<file path="src/rtl/apwm_pkg.sv">
// Package: frame constants shared by the angle PWM encoder.
// Assumes: section lengths are fixed by the output format; the period is
// derived from them so that the high and low parts always add up.
package apwm_pkg;
    localparam int ANGLE_W     = 9;
    localparam int ANGLE_MAX   = 359;
    localparam int INIT_STEPS  = 12;
    localparam int ZERO_STEPS  = 4;
    localparam int EXIT_STEPS  = 8;
    localparam int REL_STEPS   = 4;
    localparam int SYNC_STAGES = 2;
    localparam int PERIOD_STEPS = INIT_STEPS + ZERO_STEPS + ANGLE_MAX + EXIT_STEPS;
    localparam int CNT_W        = $clog2(PERIOD_STEPS);
endpackage

</file>
<file path="src/rtl/apwm_step_src.sv">
// Module: step source selector.
// Produces a one-cycle step pulse from the internal tick, or from rising edges
// of the external step clock after a synchronizer chain.
// Assumes: the external clock stays at each level for at least two clk_i
// cycles, and ext_sel_i is constant after reset.
module apwm_step_src #(
    parameter int SYNC_STAGES = 2
) (
    input  logic clk_i,
    input  logic rst_ni,
    input  logic tick_i,
    input  logic ext_clk_i,
    input  logic ext_sel_i,
    output logic step_o
);
    localparam int SH_W = SYNC_STAGES + 1;

    logic [SH_W-1:0] sync_q;
    logic            ext_edge;

    // Synchronizer chain plus one history stage for edge detection.
    always_ff @(posedge clk_i) begin
        if (!rst_ni) sync_q <= '0;
        else         sync_q <= {sync_q[SH_W-2:0], ext_clk_i};
    end

    // Rising edge seen at the synchronizer output.
    always_comb ext_edge = sync_q[SH_W-2] & ~sync_q[SH_W-1];

    // Source selection.
    always_comb step_o = ext_sel_i ? ext_edge : tick_i;

    // in external mode a step pulse never lasts two cycles.
    a_r6_ext_single_pulse: assert property (@(posedge clk_i) disable iff (!rst_ni)
        (ext_sel_i && step_o) |=> !step_o);
endmodule

</file>
<file path="src/rtl/apwm_rst_rel.sv">
// Module: reset release counter.
// Holds the frame generator idle until REL_STEPS step events of the selected
// source have been seen, so release is aligned to that source.
// Assumes: step_i is already in the clk_i domain.
module apwm_rst_rel #(
    parameter int REL_STEPS = 4
) (
    input  logic clk_i,
    input  logic rst_ni,
    input  logic step_i,
    output logic run_o
);
    localparam int RC_W = $clog2(REL_STEPS + 1);

    logic [RC_W-1:0] rel_q;

    // Count step events up to the release threshold, then saturate.
    always_ff @(posedge clk_i) begin
        if (!rst_ni)                               rel_q <= '0;
        else if (step_i && !run_o)                 rel_q <= rel_q + 1'b1;
    end

    always_comb run_o = (rel_q == RC_W'(REL_STEPS));

    // once released the block stays released until reset.
    a_r7_run_sticky: assert property (@(posedge clk_i) disable iff (!rst_ni)
        run_o |=> run_o);
endmodule

</file>
<file path="src/rtl/apwm_frame.sv">
// Module: PWM frame generator.
// Counts step events through a fixed-length period. At the first step of each
// period it latches the high length computed from the angle and error inputs.
// The output is high while the step position is below that length.
// Assumes: step_i is a one-cycle pulse, run_i is sticky after release.
module apwm_frame #(
    parameter int ANGLE_W      = 9,
    parameter int ANGLE_MAX    = 359,
    parameter int INIT_STEPS   = 12,
    parameter int ZERO_STEPS   = 4,
    parameter int PERIOD_STEPS = 383,
    parameter int CNT_W        = 9
) (
    input  logic               clk_i,
    input  logic               rst_ni,
    input  logic               step_i,
    input  logic               run_i,
    input  logic [ANGLE_W-1:0] angle_i,
    input  logic               err_i,
    output logic               pwm_o
);
    localparam logic [CNT_W-1:0]   LAST_POS = CNT_W'(PERIOD_STEPS - 1);
    localparam logic [ANGLE_W-1:0] ANG_LIM  = ANGLE_W'(ANGLE_MAX);
    localparam logic [CNT_W-1:0]   ERR_LEN  = CNT_W'(INIT_STEPS);
    localparam logic [CNT_W-1:0]   BASE_LEN = CNT_W'(INIT_STEPS + ZERO_STEPS);

    logic               started_q;
    logic [CNT_W-1:0]   pos_q;
    logic [CNT_W-1:0]   hi_len_q;
    logic [ANGLE_W-1:0] ang_clamped;
    logic [CNT_W-1:0]   hi_len_d;
    logic               frame_start;

    // Clamp out-of-range angles and form the high length of the next period.
    always_comb begin
        ang_clamped = (angle_i > ANG_LIM) ? ANG_LIM : angle_i;
        hi_len_d    = err_i ? ERR_LEN : (BASE_LEN + CNT_W'(ang_clamped));
    end

    // A period begins on the first step after release or after the last position.
    always_comb frame_start = step_i && run_i && (!started_q || pos_q == LAST_POS);

    // Step position counter and per-period latch of the high length.
    always_ff @(posedge clk_i) begin
        if (!rst_ni) begin
            started_q <= 1'b0;
            pos_q     <= '0;
            hi_len_q  <= ERR_LEN;
        end else if (frame_start) begin
            started_q <= 1'b1;
            pos_q     <= '0;
            hi_len_q  <= hi_len_d;
        end else if (step_i && started_q) begin
            pos_q     <= pos_q + 1'b1;
        end
    end

    // Output level from the current position and the latched length.
    always_comb pwm_o = started_q && (pos_q < hi_len_q);

    // the position never leaves the period.
    a_r1_pos_in_period: assert property (@(posedge clk_i) disable iff (!rst_ni)
        pos_q <= LAST_POS);
    // the position only moves on a step event.
    a_r1_pos_moves_on_step: assert property (@(posedge clk_i) disable iff (!rst_ni)
        !step_i |=> $stable(pos_q));
    // the latched length stays within the error and full-angle bounds.
    a_r2_len_range: assert property (@(posedge clk_i) disable iff (!rst_ni)
        (hi_len_q >= ERR_LEN) && (hi_len_q <= BASE_LEN + CNT_W'(ANGLE_MAX)));
    // the length is held everywhere except at a period start.
    a_r5_len_hold: assert property (@(posedge clk_i) disable iff (!rst_ni)
        !frame_start |=> $stable(hi_len_q));
    // no output activity before release.
    a_r7_idle_before_run: assert property (@(posedge clk_i) disable iff (!rst_ni)
        !run_i |-> (!started_q && !pwm_o));
endmodule

</file>
<file path="src/rtl/angle_pwm_encoder.sv">
// Module: angle-proportional PWM encoder (top).
// Chains the step source selector, the release counter and the frame generator.
// Assumes: ext_clk_en_i is static after reset; angle_i may be any 9-bit value.
module angle_pwm_encoder
    import apwm_pkg::*;
(
    input  logic               clk_i,
    input  logic               rst_ni,
    input  logic               step_tick_i,
    input  logic               ext_step_clk_i,
    input  logic               ext_clk_en_i,
    input  logic [ANGLE_W-1:0] angle_i,
    input  logic               angle_err_i,
    output logic               pwm_o
);
    logic step;
    logic run;

    apwm_step_src #(
        .SYNC_STAGES (SYNC_STAGES)
    ) u_step_src (
        .clk_i     (clk_i),
        .rst_ni    (rst_ni),
        .tick_i    (step_tick_i),
        .ext_clk_i (ext_step_clk_i),
        .ext_sel_i (ext_clk_en_i),
        .step_o    (step)
    );

    apwm_rst_rel #(
        .REL_STEPS (REL_STEPS)
    ) u_rst_rel (
        .clk_i  (clk_i),
        .rst_ni (rst_ni),
        .step_i (step),
        .run_o  (run)
    );

    apwm_frame #(
        .ANGLE_W      (ANGLE_W),
        .ANGLE_MAX    (ANGLE_MAX),
        .INIT_STEPS   (INIT_STEPS),
        .ZERO_STEPS   (ZERO_STEPS),
        .PERIOD_STEPS (PERIOD_STEPS),
        .CNT_W        (CNT_W)
    ) u_frame (
        .clk_i   (clk_i),
        .rst_ni  (rst_ni),
        .step_i  (step),
        .run_i   (run),
        .angle_i (angle_i),
        .err_i   (angle_err_i),
        .pwm_o   (pwm_o)
    );
endmodule

</file>
<file path="config.mk">
export PLATFORM = sky130hd
export DESIGN_NAME = angle_pwm_encoder
export DESIGN_NICKNAME = d
export VERILOG_FILES = /design/src/rtl/apwm_pkg.sv /design/src/rtl/apwm_step_src.sv /design/src/rtl/apwm_rst_rel.sv /design/src/rtl/apwm_frame.sv /design/src/rtl/angle_pwm_encoder.sv
export SDC_FILE = /design/constraint.sdc
export NUM_CORES = 1
export LEC_CHECK = 0
export BUFFER_PORTS_ARGS = -buffer_cell sky130_fd_sc_hd__buf_2
export CORE_AREA = 5 5 57 59
export DETAILED_ROUTE_END_ITERATION = 6
export DIE_AREA = 0 0 62 64
export PLACE_DENSITY = 0.73
export SYNTH_ARGS = -nofsm -noshare
export SYNTH_HDL_FRONTEND = slang
export SYNTH_SLANG_ARGS = --single-unit
export TNS_END_PERCENT = 50
</file>
<file path="constraint.sdc">
create_clock -name clk_i -period 3.9 [get_ports clk_i]
set_input_delay 0.585 -clock clk_i [delete_from_list [all_inputs] [get_ports clk_i]]
set_output_delay 0.585 -clock clk_i [all_outputs]
set_load 0.05 [all_outputs]
</file>
# Word level (Yosys, flattened, before mapping)
# Index checks and enable logic that the tools add are counted.
[totals] ff_bits=25 inputBits=15
[op_classes] n_bitwise=3 eq_ne=2 add_sub_neg=3 n_mux=3 n_lt_le_gt_ge=2 reduce_logical=9
[op_table] operator="9-bit two-way mux" count=2
[op_table] operator="5-bit by 9-bit adder with 9-bit output, first input constant" count=1
[op_table] operator="9-bit by 1-bit adder with 9-bit output, second input constant" count=1
[op_table] operator="9-bit == test, second input constant" count=1
[op_table] operator="9-bit greater-than comparator, second input constant" count=1
[op_table] operator="9-bit less-than comparator" count=1
[op_table] operator="1-bit logical AND" count=5
[op_table] operator="3-bit by 1-bit adder with 3-bit output, second input constant" count=1
[op_table] operator="3-bit == test, second input constant" count=1
[op_table] operator="1-bit zero test" count=2
[op_table] operator="1-bit inverter" count=2
[op_table] operator="2-bit OR reduction" count=1
[op_table] operator="1-bit AND" count=1
[op_table] operator="1-bit logical OR" count=1
[op_table] operator="1-bit two-way mux" count=1

# Depth between registers and ports, before layout
[depth] depth_word=6 mapped_depth=8 mapped_depth_nobuf=6

# Cells and area by module
# From an unflattened synthesis, not the netlist that was laid out.
[hier_totals] cells_unflattened=144 hier_area_um2=1308.8
[by_module_without_submodules] mod="apwm_frame" instances=1 cells_each=117 seq_area_each_um2=380.4 area_per_inst_um2=1038.5
[by_module_without_submodules] mod="apwm_rst_rel" instances=1 cells_each=18 seq_area_each_um2=60.1 area_per_inst_um2=175.2
[by_module_without_submodules] mod="apwm_step_src" instances=1 cells_each=9 seq_area_each_um2=60.1 area_per_inst_um2=95.1

# Worst setup path before layout
# OpenSTA, ideal clock, no wires.
[synth_timing] kind="register to output" startpoint="register u_frame.pos_q[6]" endpoint="output port pwm_o" path_stages_with_launch=6 t_arrival_ns=1.469 slack_ns=1.846 path_buffers=0 required_ns=3.315 cell_sequence="dfxtp_1 -> ha_1 -> a211oi_1 -> o21ai_0 -> a21oi_1 -> o211a_1"
[synth_between] elab_chain_len=2
[synth_lines] item="from (decl)" line="apwm_frame.sv:28" text="logic [CNT_W-1:0] pos_q;"
[synth_lines] item="from (signal assigned)" line="apwm_frame.sv:54" text="pos_q <= pos_q + 1'b1;"
[synth_lines] item="9-bit less-than comparator" line="apwm_frame.sv:59" text="always_comb pwm_o = started_q && (pos_q < hi_len_q);"
[synth_lines] item="1-bit logical AND" line="apwm_frame.sv:59"
[synth_lines] item="to (decl)" line="angle_pwm_encoder.sv:14" text="output logic pwm_o"
# Every way passes these cells.

# Worst setup path after layout
# Same ends and word-level chain as after synthesis.

==> flow_summary.toml <==
[run_status]
outcome = "completed"

[synth]
synth_flop_cell = "dfxtp_1"
synth_edf_count = 0
synthDistinctLibCells = 41
synth_xor_area_frac = 0.0570
synth-adder-area-share = 0.118
syn_avg_cell_area_um2 = 9.47
synth_seq_area_share = 0.362
synth_top_family_by_area = "compound AO/OA/AOI/OAI gates"
syn_nets = 174
muxShareOfSynthArea = 0.00724
syn_area_um2 = 1380
yosys.area_share.simple = 0.169
ys_ff_latch = 25
synthArstFlopShare = 0
ys_warn_count = 0
netlist_instances = 146
synth_compound_area_frac = 0.217

[min_path]
hold_depth = 2
worstHoldEndpoint = "u_step_src.sync_q[0]$_SDFF_PN0_"
hold_class = "in -> reg"
hp-start = "ext_step_clk_i"

[clock_tree]
cts_resized = 0
numCtsBuffers = 3
cts_tree = "done"
cts_max_path_buffers = 2
cts_hold_buf = 0
cts_setup_buffers = 0
cts_sinks = 25
clk_latency_ns = 0.32
clk_pin_slew_ns = 0.14
cts-root-buf = "clkbuf_4"
htree_levels = 1

[power_and_ir_drop]
p_int_w = 0.000315
p_per_area_nw_per_um2 = 282
p_leak_nw = 0.604
switching_share = 0.249
peakVddDrop_mv = 0.234
clkPwrFrac = 0.291
p_total_w = 0.000419
pwr-share-comb = 0.087
p_seq_frac = 0.622
p_switching_w = 0.000104

[placement]
gp_congestion = 0.885
dp_hpwl_um = 2040
portBuffers = 15

[detailed_routing]
ant_nets = 0
drc_errors = 0
drtPass1Iterations = 4
dr.first_iter.drc_count = 42
vias_per_cell = 5.65
routed_wl_um = 2640
drt-wirelength-per-cell_um = 13.8
routed-via-count = 1079

[worst_setup_path]
cp-end-kind = "output pin"
worstPathCellList = "ha_1 -> a211oi_1 -> o21ai_0 -> a21oi_1 -> o211a_1 -> buf_2"
r2r-start = "u_frame.pos_q[1]$_SDFFE_PP0P_"
crit_path_start = "u_frame.pos_q[6]$_SDFFE_PP0P_"
reg2reg_slack_ns = 2.20
reg2reg_depth = 5
cp-start-kind = "register"
slowest_delay_ns = 0.46
critical_path_class = "reg -> out"
cp_max_fo = 5
critPathRequiredTime_ns = 3.31
crit_slowest_cell = "dfxtp_1"
reg2reg_to = "u_frame.hi_len_q[2]$_SDFFE_PN1P_"
worst_ep_arrival_time_ns = 2.02

[die]
fp-row-count = 19
core-area_um2 = 2660
die_h_um = 64
num_io_pins = 16
start_util = 0.519
dieArea_um2 = 3970
fp.dieW_um = 62

[layout]
syn2layout_area_growth_pct = 7.24
layout_common_cells = "dfxtp_1 (25), buf_2 (15), inv_1 (14)"
antenna_cells = 0
layout_commonest_cell = "dfxtp_1"
drive_gt1_frac = 0.169
multi_input_area_um2 = 786
fin_nets = 189
nFillCells = 249
register_area_um2 = 500

[sta]
drv_slew = 0
slew_headroom = 0.595
fin_crit_ns = 2.60
tightest_slew_ns = 0.606
fin_crit_sh = 0.667
rsz0062_at_grt = "no"
setup_tns_ns = 0
hold_viol_final = 0
setup_viol = 0
max_freq_ghz = 0.385
final.setup_skew_ns = 0.00340

[global_routing]
grt_first_pass_wirelength_um = 4820
met3_usage = 0.0483
grt_max_degree = 19
groute.layer.met1.usage = 0.200
antenna_found_initial = 0
met2_usage = 0.254
overflow = 0
gr-max-usage-layer = "met2"
grt_use_total = 0.157
grt_pass1_vias = 1102

[run]
cap_violations = 0
[final cells by class]
class / count / area share
multi-input cells: 102 / 0.530
clock buffers: 3 / 0.0152
inverters: 14 / 0.0354
repair buffers: 15 / 0.0506
flip-flops and latches: 25 / 0.338
well taps: 31 / 0.0262
clock inverters: 1 / 0.00506
[through the flow]
step | cell area (um2) | hold slack, ns | cells | worst slack [ns] | utilization
2_1_floorplan | 1380 | 0.412 | 146 | 1.85 | -
3_3_place_gp | 1450 | 0.424 | 187 | 1.80 | 0.546
3_5_place_dp | 1450 | 0.439 | 187 | 1.70 | 0.546
4_1_cts | 1480 | 0.439 | 191 | 1.33 | 0.557
5_1_grt | 1480 | 0.431 | 191 | 1.14 | 0.557
6_report | 1480 | 0.452 | 191 | 1.30 | 0.557
[logic make-up (layout without fill, tap and decap cells)]
family,after synthesis,count (layout)
buf+inv,19,33
xor+xnor,9,9
mux,1,1
fa+ha+maj,13,13
compound gates,41,41
flops,25,25
simple gates,38,38
[metal layers]
metal	part of all wire	vias up	wire (um)
li1	-	551	-
met1	0.47	507	1250
met2	0.48	19	1260
met3	0.042	2	110
met4	0.0098	0	26
met5	0	-	0
[power by group through the flow]
| stage | sequential (W) | combinational, W | clock, W |
|---|---|---|---|
| floorplan | 0.000266 | 0.0000253 | 0 |
| global placement | 0.000266 | 0.0000349 | 0 |
| detailed placement | 0.000266 | 0.0000367 | 0 |
| CTS | 0.000261 | 0.0000368 | 0.000125 |
| global route | 0.000261 | 0.0000418 | 0.000137 |
| finish | 0.000261 | 0.0000364 | 0.000122 |
[registers in the layout, summed over array words and instances (netlist names)]
name               flops
u_frame.hi_len_q       9
u_frame.pos_q          9
u_rst_rel.rel_q        3
u_step_src.sync_q      3
u_frame.started_q      1
[worst max-delay path, delay by kind of cell, from the launching register on]
kind / cells / cell delay, ns
adders and majority gates: 1 / 0.29
DFF: 1 / 0.46
AOI/OAI and AO/OA: 4 / 0.69
buffers and inverters: 1 / 0.25
[cell usage after synthesis, drive strengths merged (3+ instances only)]
master,number,area share
or3,3,0.014
o22ai,6,0.027
nor2,9,0.024
o211ai,5,0.027
o21ai,8,0.034
xnor2,3,0.019
inv,14,0.038
dfxtp,25,0.36
a21oi,7,0.031
and2,5,0.023
nor2b,4,0.018
ha,13,0.12
xor2,6,0.038
nand4,3,0.014
buf,5,0.032
[worst max-delay path by stage]
stage / to / cells past startpoint / slack, ns
2_1_floorplan: pwm_o / 5 / 1.85
3_3_place_gp: pwm_o / 6 / 1.80
3_5_place_dp: pwm_o / 6 / 1.70
4_1_cts: pwm_o / 6 / 1.33
5_1_grt: pwm_o / 6 / 1.14
6_report: pwm_o / 6 / 1.30
Note: power is estimated with default switching activity, not from simulation.
